`src/rtl/bwd_pkg.sv`:
```
package bwd_pkg;

  typedef enum logic [1:0] {
    PER_A   = 2'b00,
    PER_B   = 2'b01,
    PER_C   = 2'b10,
    PER_OFF = 2'b11
  } period_e;

  typedef enum logic [1:0] {
    SQ_IDLE  = 2'd0,
    SQ_START = 2'd1,
    SQ_LOW   = 2'd2,
    SQ_HIGH  = 2'd3
  } seq_e;

  function automatic int unsigned max3(input int unsigned a,
                                       input int unsigned b,
                                       input int unsigned c);
    int unsigned m;
    m = (a > b) ? a : b;
    return (m > c) ? m : c;
  endfunction

endpackage

```
`src/rtl/bwd_sync.sv`:
```
module bwd_sync #(
  parameter int unsigned WIDTH   = 2,
  parameter int unsigned STAGES  = 2,
  parameter logic        RST_VAL = 1'b1
) (
  input  logic             clk,
  input  logic             rst,
  input  logic [WIDTH-1:0] d,
  output logic [WIDTH-1:0] q
);

  for (genvar i = 0; i < WIDTH; i++) begin : g_line
    logic [STAGES-1:0] chain;
    always_ff @(posedge clk) begin
      if (rst) chain <= {STAGES{RST_VAL}};
      else     chain <= {chain[STAGES-2:0], d[i]};
    end
    assign q[i] = chain[STAGES-1];
  end

endmodule

```
`src/rtl/bwd_seq_detect.sv`:
```
module bwd_seq_detect
  import bwd_pkg::*;
(
  input  logic clk,
  input  logic rst,
  input  logic sda_s,
  input  logic scl_s,
  output logic kick
);

  logic sda_q, scl_q;
  logic start_c, stop_c;
  seq_e state, state_nx;

  // Conditions only count while SCL is high in this sample and the last one
  assign start_c = scl_s & scl_q & sda_q & ~sda_s;
  assign stop_c  = scl_s & scl_q & ~sda_q & sda_s;

  always_comb begin
    state_nx = state;
    if (start_c) begin
      state_nx = SQ_START;
    end else if (stop_c) begin
      state_nx = SQ_IDLE;
    end else begin
      case (state)
        SQ_START: if (!scl_s) state_nx = SQ_LOW;
        SQ_LOW:   if (scl_s)  state_nx = SQ_HIGH;
        default:  state_nx = state;
      endcase
    end
  end

  always_ff @(posedge clk) begin
    if (rst) begin
      sda_q <= 1'b1;
      scl_q <= 1'b1;
      state <= SQ_IDLE;
      kick  <= 1'b0;
    end else begin
      sda_q <= sda_s;
      scl_q <= scl_s;
      state <= state_nx;
      kick  <= stop_c & (state == SQ_HIGH);
    end
  end

endmodule

```
`src/rtl/bwd_timer.sv`:
```
module bwd_timer
  import bwd_pkg::*;
#(
  parameter int unsigned TMO_A = 200,
  parameter int unsigned TMO_B = 400,
  parameter int unsigned TMO_C = 700
) (
  input  logic       clk,
  input  logic       rst,
  input  logic       restart,
  input  logic [1:0] period,
  output logic       expired
);

  localparam int unsigned TMAX = max3(TMO_A, TMO_B, TMO_C);
  localparam int unsigned CW   = $clog2(TMAX + 1);

  logic [CW-1:0] cnt;
  logic [CW-1:0] last;
  logic          off;

  always_comb begin
    off  = 1'b0;
    last = CW'(TMO_A - 1);
    case (period_e'(period))
      PER_A:   last = CW'(TMO_A - 1);
      PER_B:   last = CW'(TMO_B - 1);
      PER_C:   last = CW'(TMO_C - 1);
      default: off  = 1'b1;
    endcase
  end

  always_ff @(posedge clk) begin
    if (rst || restart || off) begin
      cnt     <= '0;
      expired <= 1'b0;
    end else if (!expired) begin
      if (cnt == last) expired <= 1'b1;
      else             cnt     <= cnt + 1'b1;
    end
  end

endmodule

```
`src/rtl/bus_watchdog.sv`:
```
module bus_watchdog
  import bwd_pkg::*;
#(
  parameter int unsigned TMO_A       = 200,
  parameter int unsigned TMO_B       = 400,
  parameter int unsigned TMO_C       = 700,
  parameter int unsigned SYNC_STAGES = 2,
  parameter logic [1:0]  INIT_PERIOD = 2'b00
) (
  input  logic       clk,
  input  logic       rst,
  input  logic       sda_i,
  input  logic       scl_i,
  input  logic       cfg_we,
  input  logic [1:0] cfg_wdata,
  output logic [1:0] period_o,
  output logic       wdt_o
);

  logic [1:0] bus_s;
  logic       kick;
  logic [1:0] period_q;

  bwd_sync #(.WIDTH(2), .STAGES(SYNC_STAGES), .RST_VAL(1'b1)) u_sync (
    .clk (clk),
    .rst (rst),
    .d   ({scl_i, sda_i}),
    .q   (bus_s)
  );

  bwd_seq_detect u_det (
    .clk   (clk),
    .rst   (rst),
    .sda_s (bus_s[0]),
    .scl_s (bus_s[1]),
    .kick  (kick)
  );

  always_ff @(posedge clk) begin
    if (rst)         period_q <= INIT_PERIOD;
    else if (cfg_we) period_q <= cfg_wdata;
  end

  bwd_timer #(.TMO_A(TMO_A), .TMO_B(TMO_B), .TMO_C(TMO_C)) u_tmr (
    .clk     (clk),
    .rst     (rst),
    .restart (kick | cfg_we),
    .period  (period_q),
    .expired (wdt_o)
  );

  assign period_o = period_q;

endmodule

```
`config.mk`:
```
export PLATFORM = sky130hd
export DESIGN_NAME = bus_watchdog
export DESIGN_NICKNAME = d
export VERILOG_FILES = /design/src/rtl/bwd_pkg.sv /design/src/rtl/bwd_sync.sv /design/src/rtl/bwd_seq_detect.sv /design/src/rtl/bwd_timer.sv /design/src/rtl/bus_watchdog.sv
export SDC_FILE = /design/constraint.sdc
export NUM_CORES = 1
export LEC_CHECK = 0
export BUFFER_PORTS_ARGS = -buffer_cell sky130_fd_sc_hd__buf_2
export CORE_AREA = 2 2 51 53
export CTS_CLUSTER_DIAMETER = 100
export CTS_CLUSTER_SIZE = 20
export DETAILED_ROUTE_END_ITERATION = 8
export DIE_AREA = 0 0 53 55
export PLACE_DENSITY = 0.68
export SLEW_MARGIN = 20
export SYNTH_ARGS = -nofsm -noshare
export SYNTH_HDL_FRONTEND = slang
export SYNTH_SLANG_ARGS = --single-unit
```
`constraint.sdc`:
```
create_clock -name clk -period 2 [get_ports clk]
set_clock_uncertainty 0.15 [all_clocks]
set_input_delay 0.3 -clock clk [delete_from_list [all_inputs] [get_ports clk]]
set_output_delay 0.3 -clock clk [all_outputs]
set_load 0.01 [all_outputs]
```
Word-level counts from Yosys, hierarchy flattened
Index checks and enable logic that the tools add are counted.
{ "totals": {"ff_bits": 22, "input_bits": 7, "output_inout_bits": 3} }
{ "op_classes": {"n_addsub": 1, "n_eq_ne": 10, "n_mux": 9, "bitwise_logic": 11, "reduce_logical": 10} }
{ "op_table": {"columns": ["operator", "count"], "rows": [
  ["$pmux W10 S2", 1],
  ["$add A10 B1 Y10 const B", 1],
  ["$eq A10 B10 Y1", 1],
  ["$ne A4 B2 Y1 const B", 2],
  ["$and A1 B1 Y1", 6],
  ["$eq A2 B2 Y1 const B", 3],
  ["$reduce_and A3 Y1", 2],
  ["$reduce_or A3 Y1", 2],
  ["$mux W1", 5],
  ["$eq A2 B1 Y1 const B", 2],
  ["$mux W2", 2],
  ["$ne A2 B2 Y1 const B", 2],
  ["$not A1 Y1", 4],
  ["$pmux W2 S2", 1],
  ["$reduce_bool A4 Y1", 1],
  ["$logic_not A2 Y1", 1],
  ["$logic_or A1 B1 Y1", 2],
  ["$reduce_and A2 Y1", 1],
  ["$reduce_bool A2 Y1", 1],
  ["$or A1 B1 Y1", 1]
]} }

Depth between registers and ports, before layout
{ "depth": {"word_depth": 5, "mapped_depth": 6, "ltp_nobuf": 6} }

Modules after synthesis
Synthesis repeated with hierarchy kept, for this count alone.
{ "hier_totals": {"cells_unflattened": 121, "area_unflattened_um2": 1138.6} }
{ "by_module_without_submodules": {"columns": ["mod", "n_inst", "cells_each", "area_per_inst_um2"], "rows": [
  ["bwd_timer", 1, 76, 675.6],
  ["bwd_seq_detect", 1, 28, 269.0],
  ["bwd_sync", 1, 10, 120.1],
  ["bus_watchdog", 1, 7, 73.8]
]} }

Worst setup path before layout
Ideal clock, no wire load.
{ "synth_timing": {"path_kind": "register to register", "start": "register period_q[0] (netlist: period_o[0])", "end": "register u_tmr.cnt[6]", "setup_time_ns": 0.137, "arrival_time_ns": 1.893, "t_required_ns": 1.713, "setup_slack_ns": -0.180, "stages_incl_launch_ff": 7, "path_cell_list": "dfxtp_1 > inv_1 > ha_1 > or4_4 > a2111oi_4 > a2111oi_0 > mux2i_1"} }
{ "synth_between": {"elab_chain_len": 5} }
{ "synth_lines": {"columns": ["element", "line_no", "source"], "rows": [
  ["start: declaration", "bus_watchdog.sv:22", "logic [1:0] period_q;"],
  ["start signal: assignment", "bus_watchdog.sv:41", "else if (cfg_we) period_q <= cfg_wdata;"],
  ["$eq A2 B2 Y1 / $eq A2 B1 Y1 (equally long branches)", "bwd_timer.sv:25", "case (period_e'(period))"],
  ["$pmux W10 S2", "bwd_timer.sv:25", null],
  ["$eq A10 B10 Y1", "bwd_timer.sv:38", "if (cnt == last) expired <= 1'b1;"],
  ["$not A1 Y1 (no line)", null, null],
  ["$reduce_and A2 Y1 (no line)", null, null],
  ["end signal: assignment", "bwd_timer.sv:39", "else cnt <= cnt + 1'b1;"],
  ["end: declaration", "bwd_timer.sv:18", "logic [CW-1:0] cnt;"]
]} }
Parallel ways exist; a longest one is shown, timed or not.
A chain may end at the register's enable or synchronous reset.

Worst setup path in the final report
{ "layout_timing": {"start": "register period_q[0] (netlist: period_o[0])", "end": "register u_tmr.cnt[2]"} }
Same word-level chain as after synthesis.

==> metrics.txt <==
status=finished, final reports clean; H-tree depth=1; Slew @ Worst Pin=0.543 ns; minimum clock period=1.99 ns; Achievable Freq=501 MHz; HP Class=primary input to flip-flop; first-pass GRT wire length=3480 um; Synth top area share=39.1%; Ant. Diodes=0; Total Negative Setup Slacks=0 ns; die area=2920 um^2; Routed WL=2210 um; Mapped Cells=123; Synth Area in XOR/XNOR=3.88%; Synth Area in Adders=8.88%; Num CTS Buffers=3; Global Route Usage Sum=16.7%; vias in the first global route=798; DP HPWL=1520 um; CP startpoint kind=flip-flop; synthesized net count=138; TritonCTS clock tree=built; die span in y=55 um; initial antenna violation count=0; synth top area cells=dfxtp_1 39%, ha_1 8.9%, mux2i_1 8.0%; Hold Path Sink=period_o[1]$_SDFFE_PP0P_; CTS clock-pin slew for the worst setup and hold paths=0.14 ns; Initial DRT Pass Iterations=4; # IOs=10; synthesized area=1130 um^2; Tcrit/Tclk final=99.7%; Core Box Area=2360 um^2; filler cell count in the final layout=197; layout cells sized above 1=29.9%; worst vdd ir=425 uV; port bufs=9; worst r2r src=period_o[0]$_SDFFE_PP0P_; Data arrival, critical path=2.07 ns; hold path cells=3; reg2reg setup slack=0.005 ns; LEAKAGE=0.551 nW; RSZ-0062 raised after global routing=true; routability congestion estimate=0.808; Setup Fix Bufs, Post-CTS=0; worst r2r dst=u_tmr.cnt[2]$_SDFFE_PP0P_; Starting DRT DRC Count=19; Seq cells post-synth=22; Synth Area in Simple Gates=26.7%; final hold vios=0; Core Rows=18; Hold WS=0.0641 ns; Overall Power=0.849 mW; via count=937; Final setup viols=0; Placed Cells=168; utilization after layout=60.5%; nets=160; Design Area, Final=1430 um^2; gr ovfl total=0; clock buffer depth=2; CTS root buf=clkbuf_4; largest family of logic cells by synthesized area=simple AND/OR/NAND/NOR gates; Slew Limit Fails=0; Critical Path RT=2.07 ns; Die X=53 um; Starting Density=47.7%; distinct cell type count after synthesis=32; post-route setup slack=0.00547 ns; number of remaining DRC errors=0; complex-gate fraction of the synthesized area=10.8%; YS warnings=0; cell taking the most area after synthesis=dfxtp_1; Worst Path Max Fanout=6; Worst Min Path Start=cfg_wdata[1]; largest net degree at the start of global routing=15; Syn Area/Cell=9.17 um^2; endpoint class of the critical path=flip-flop; total power density per cell area=594 nW/um^2; P&R area growth vs syn=26.9%; Area after DPL=1280 um^2; worst skew pair latency=0.32 ns; relative slew slack=63.8%; DR vias/cell=5.39; Post-DRT Antenna Nets=0; post-synthesis sequential area ratio=39.1%; post-placement setup slack=-0.0371 ns; reg2reg path depth=7; max-cap viol count=0; Crit Path Class=flip-flop to flip-flop; WL per Instance=12.7 um; post-synthesis mux area share=7.99%; Non-Filler Instances=174; Sink Count=22
-- final cells by class --
class / count / area, um^2 / area share, %
Clock buffer: 4 / 47.5 / 3.32
Inverter: 6 / 25.0 / 1.75
Multi-Input combinational cell: 93 / 746 / 52.1
Sequential cell: 22 / 445 / 31.1
Tap cell: 30 / 37.5 / 2.62
Timing Repair Buffer: 19 / 129 / 9.01
-- placed cells by master (no fill, tap or decap), types with 2 or more instances in the layout --
cell type and n:
dfxtp_1 20, nand2_1 14, nor2_1 11, mux2i_1 9, buf_2 9, ha_1 7, buf_4 7, or2_2 6
nand2b_1 6, inv_1 5, nand3_1 4, nand4_1 4, clkbuf_4 3, nor2b_1 2, o21ai_0 2, a21oi_1 2
xor2_1 2, xnor2_1 2, a2111oi_4 2, a211oi_2 2, dlygate4sd3_1 2
-- synth_stat cells, drive strengths merged --
cell type,count
a21oi,3
and4b,1
a221oi,1
or4,2
ha,8
mux2i,9
o21ai,2
nand2b,6
nand4,4
nor2,11
o22ai,1
a2111oi,2
nand2,14
nor2b,2
a21boi,1
o31ai,1
or3,1
or3b,1
xnor2,2
a211oi,4
nor3,1
nor4,1
nand3,4
or2,6
clkbuf,2
dfxtp,22
nand4bb,1
and4,1
inv,6
xor2,3
-- critical path, cell delays in order (launching register included) --
cell and delay [ns]:
dfxtp_4 0.39, inv_4 0.04, ha_4 0.15, or4_4 0.43
a2111oi_4 0.31, buf_6 0.20, a211oi_1 0.09, mux2i_1 0.15
-- registers in the layout, summed over array words and instances (netlist names) --
signal,count
u_sync.g_line.chain,4
u_det.kick,1
u_det.sda_q,1
u_tmr.cnt,10
u_tmr.expired,1
u_det.scl_q,1
period_o,2
u_det.state,2
-- power breakdown --
part / internal, mW / switching [mW]
clock: 0.153 / 0.148
sequential: 0.450 / 0.0115
combinational: 0.0425 / 0.0438
total: 0.646 / 0.203
-- timing repair --
action | 4_1_cts | 5_1_grt
endpoints found under the setup margin | 7 | 8
resized for setup | 8 | 9
hold buffers | 1 | 1
pin swaps | 0 | 1
endpoints found under the hold margin | 1 | 1
-- layer usage --
| metal | vias to the layer above | wire length, um | track usage [%] |
|---|---|---|---|
| met5 | - | 0 | 0 |
| met1 | 448 | 1060 | 20.2 |
| li1 | 473 | - | - |
| met3 | 5 | 59 | 3.23 |
| met2 | 11 | 1050 | 29.0 |
| met4 | 0 | 40 | 7.69 |
-- kinds of logic after synthesis --
| logic type | after synthesis |
|---|---|
| compound gates | 15 |
| xor+xnor | 5 |
| fa+ha+maj | 8 |
| buf+inv | 8 |
| flops | 22 |
| mux | 9 |
| simple gates | 56 |
-- worst max-delay path by stage --
stage	to	cells after the start	slack, ns	from
4_1_cts	u_tmr.cnt[2]$_SDFFE_PP0P_	7	0.0009	period_o[0]$_SDFFE_PP0P_
3_5_place_dp	u_tmr.cnt[6]$_SDFFE_PP0P_	7	-0.04	period_o[0]$_SDFFE_PP0P_
6_report	u_tmr.cnt[2]$_SDFFE_PP0P_	7	0.005	period_o[0]$_SDFFE_PP0P_
3_3_place_gp	u_tmr.cnt[3]$_SDFFE_PP0P_	7	0.007	period_o[0]$_SDFFE_PP0P_
5_1_grt	u_tmr.cnt[5]$_SDFFE_PP0P_	7	-0.03	period_o[0]$_SDFFE_PP0P_
2_1_floorplan	u_tmr.cnt[6]$_SDFFE_PP0P_	6	-0.03	period_o[0]$_SDFFE_PP0P_
Power figures use the tool's default switching activity.
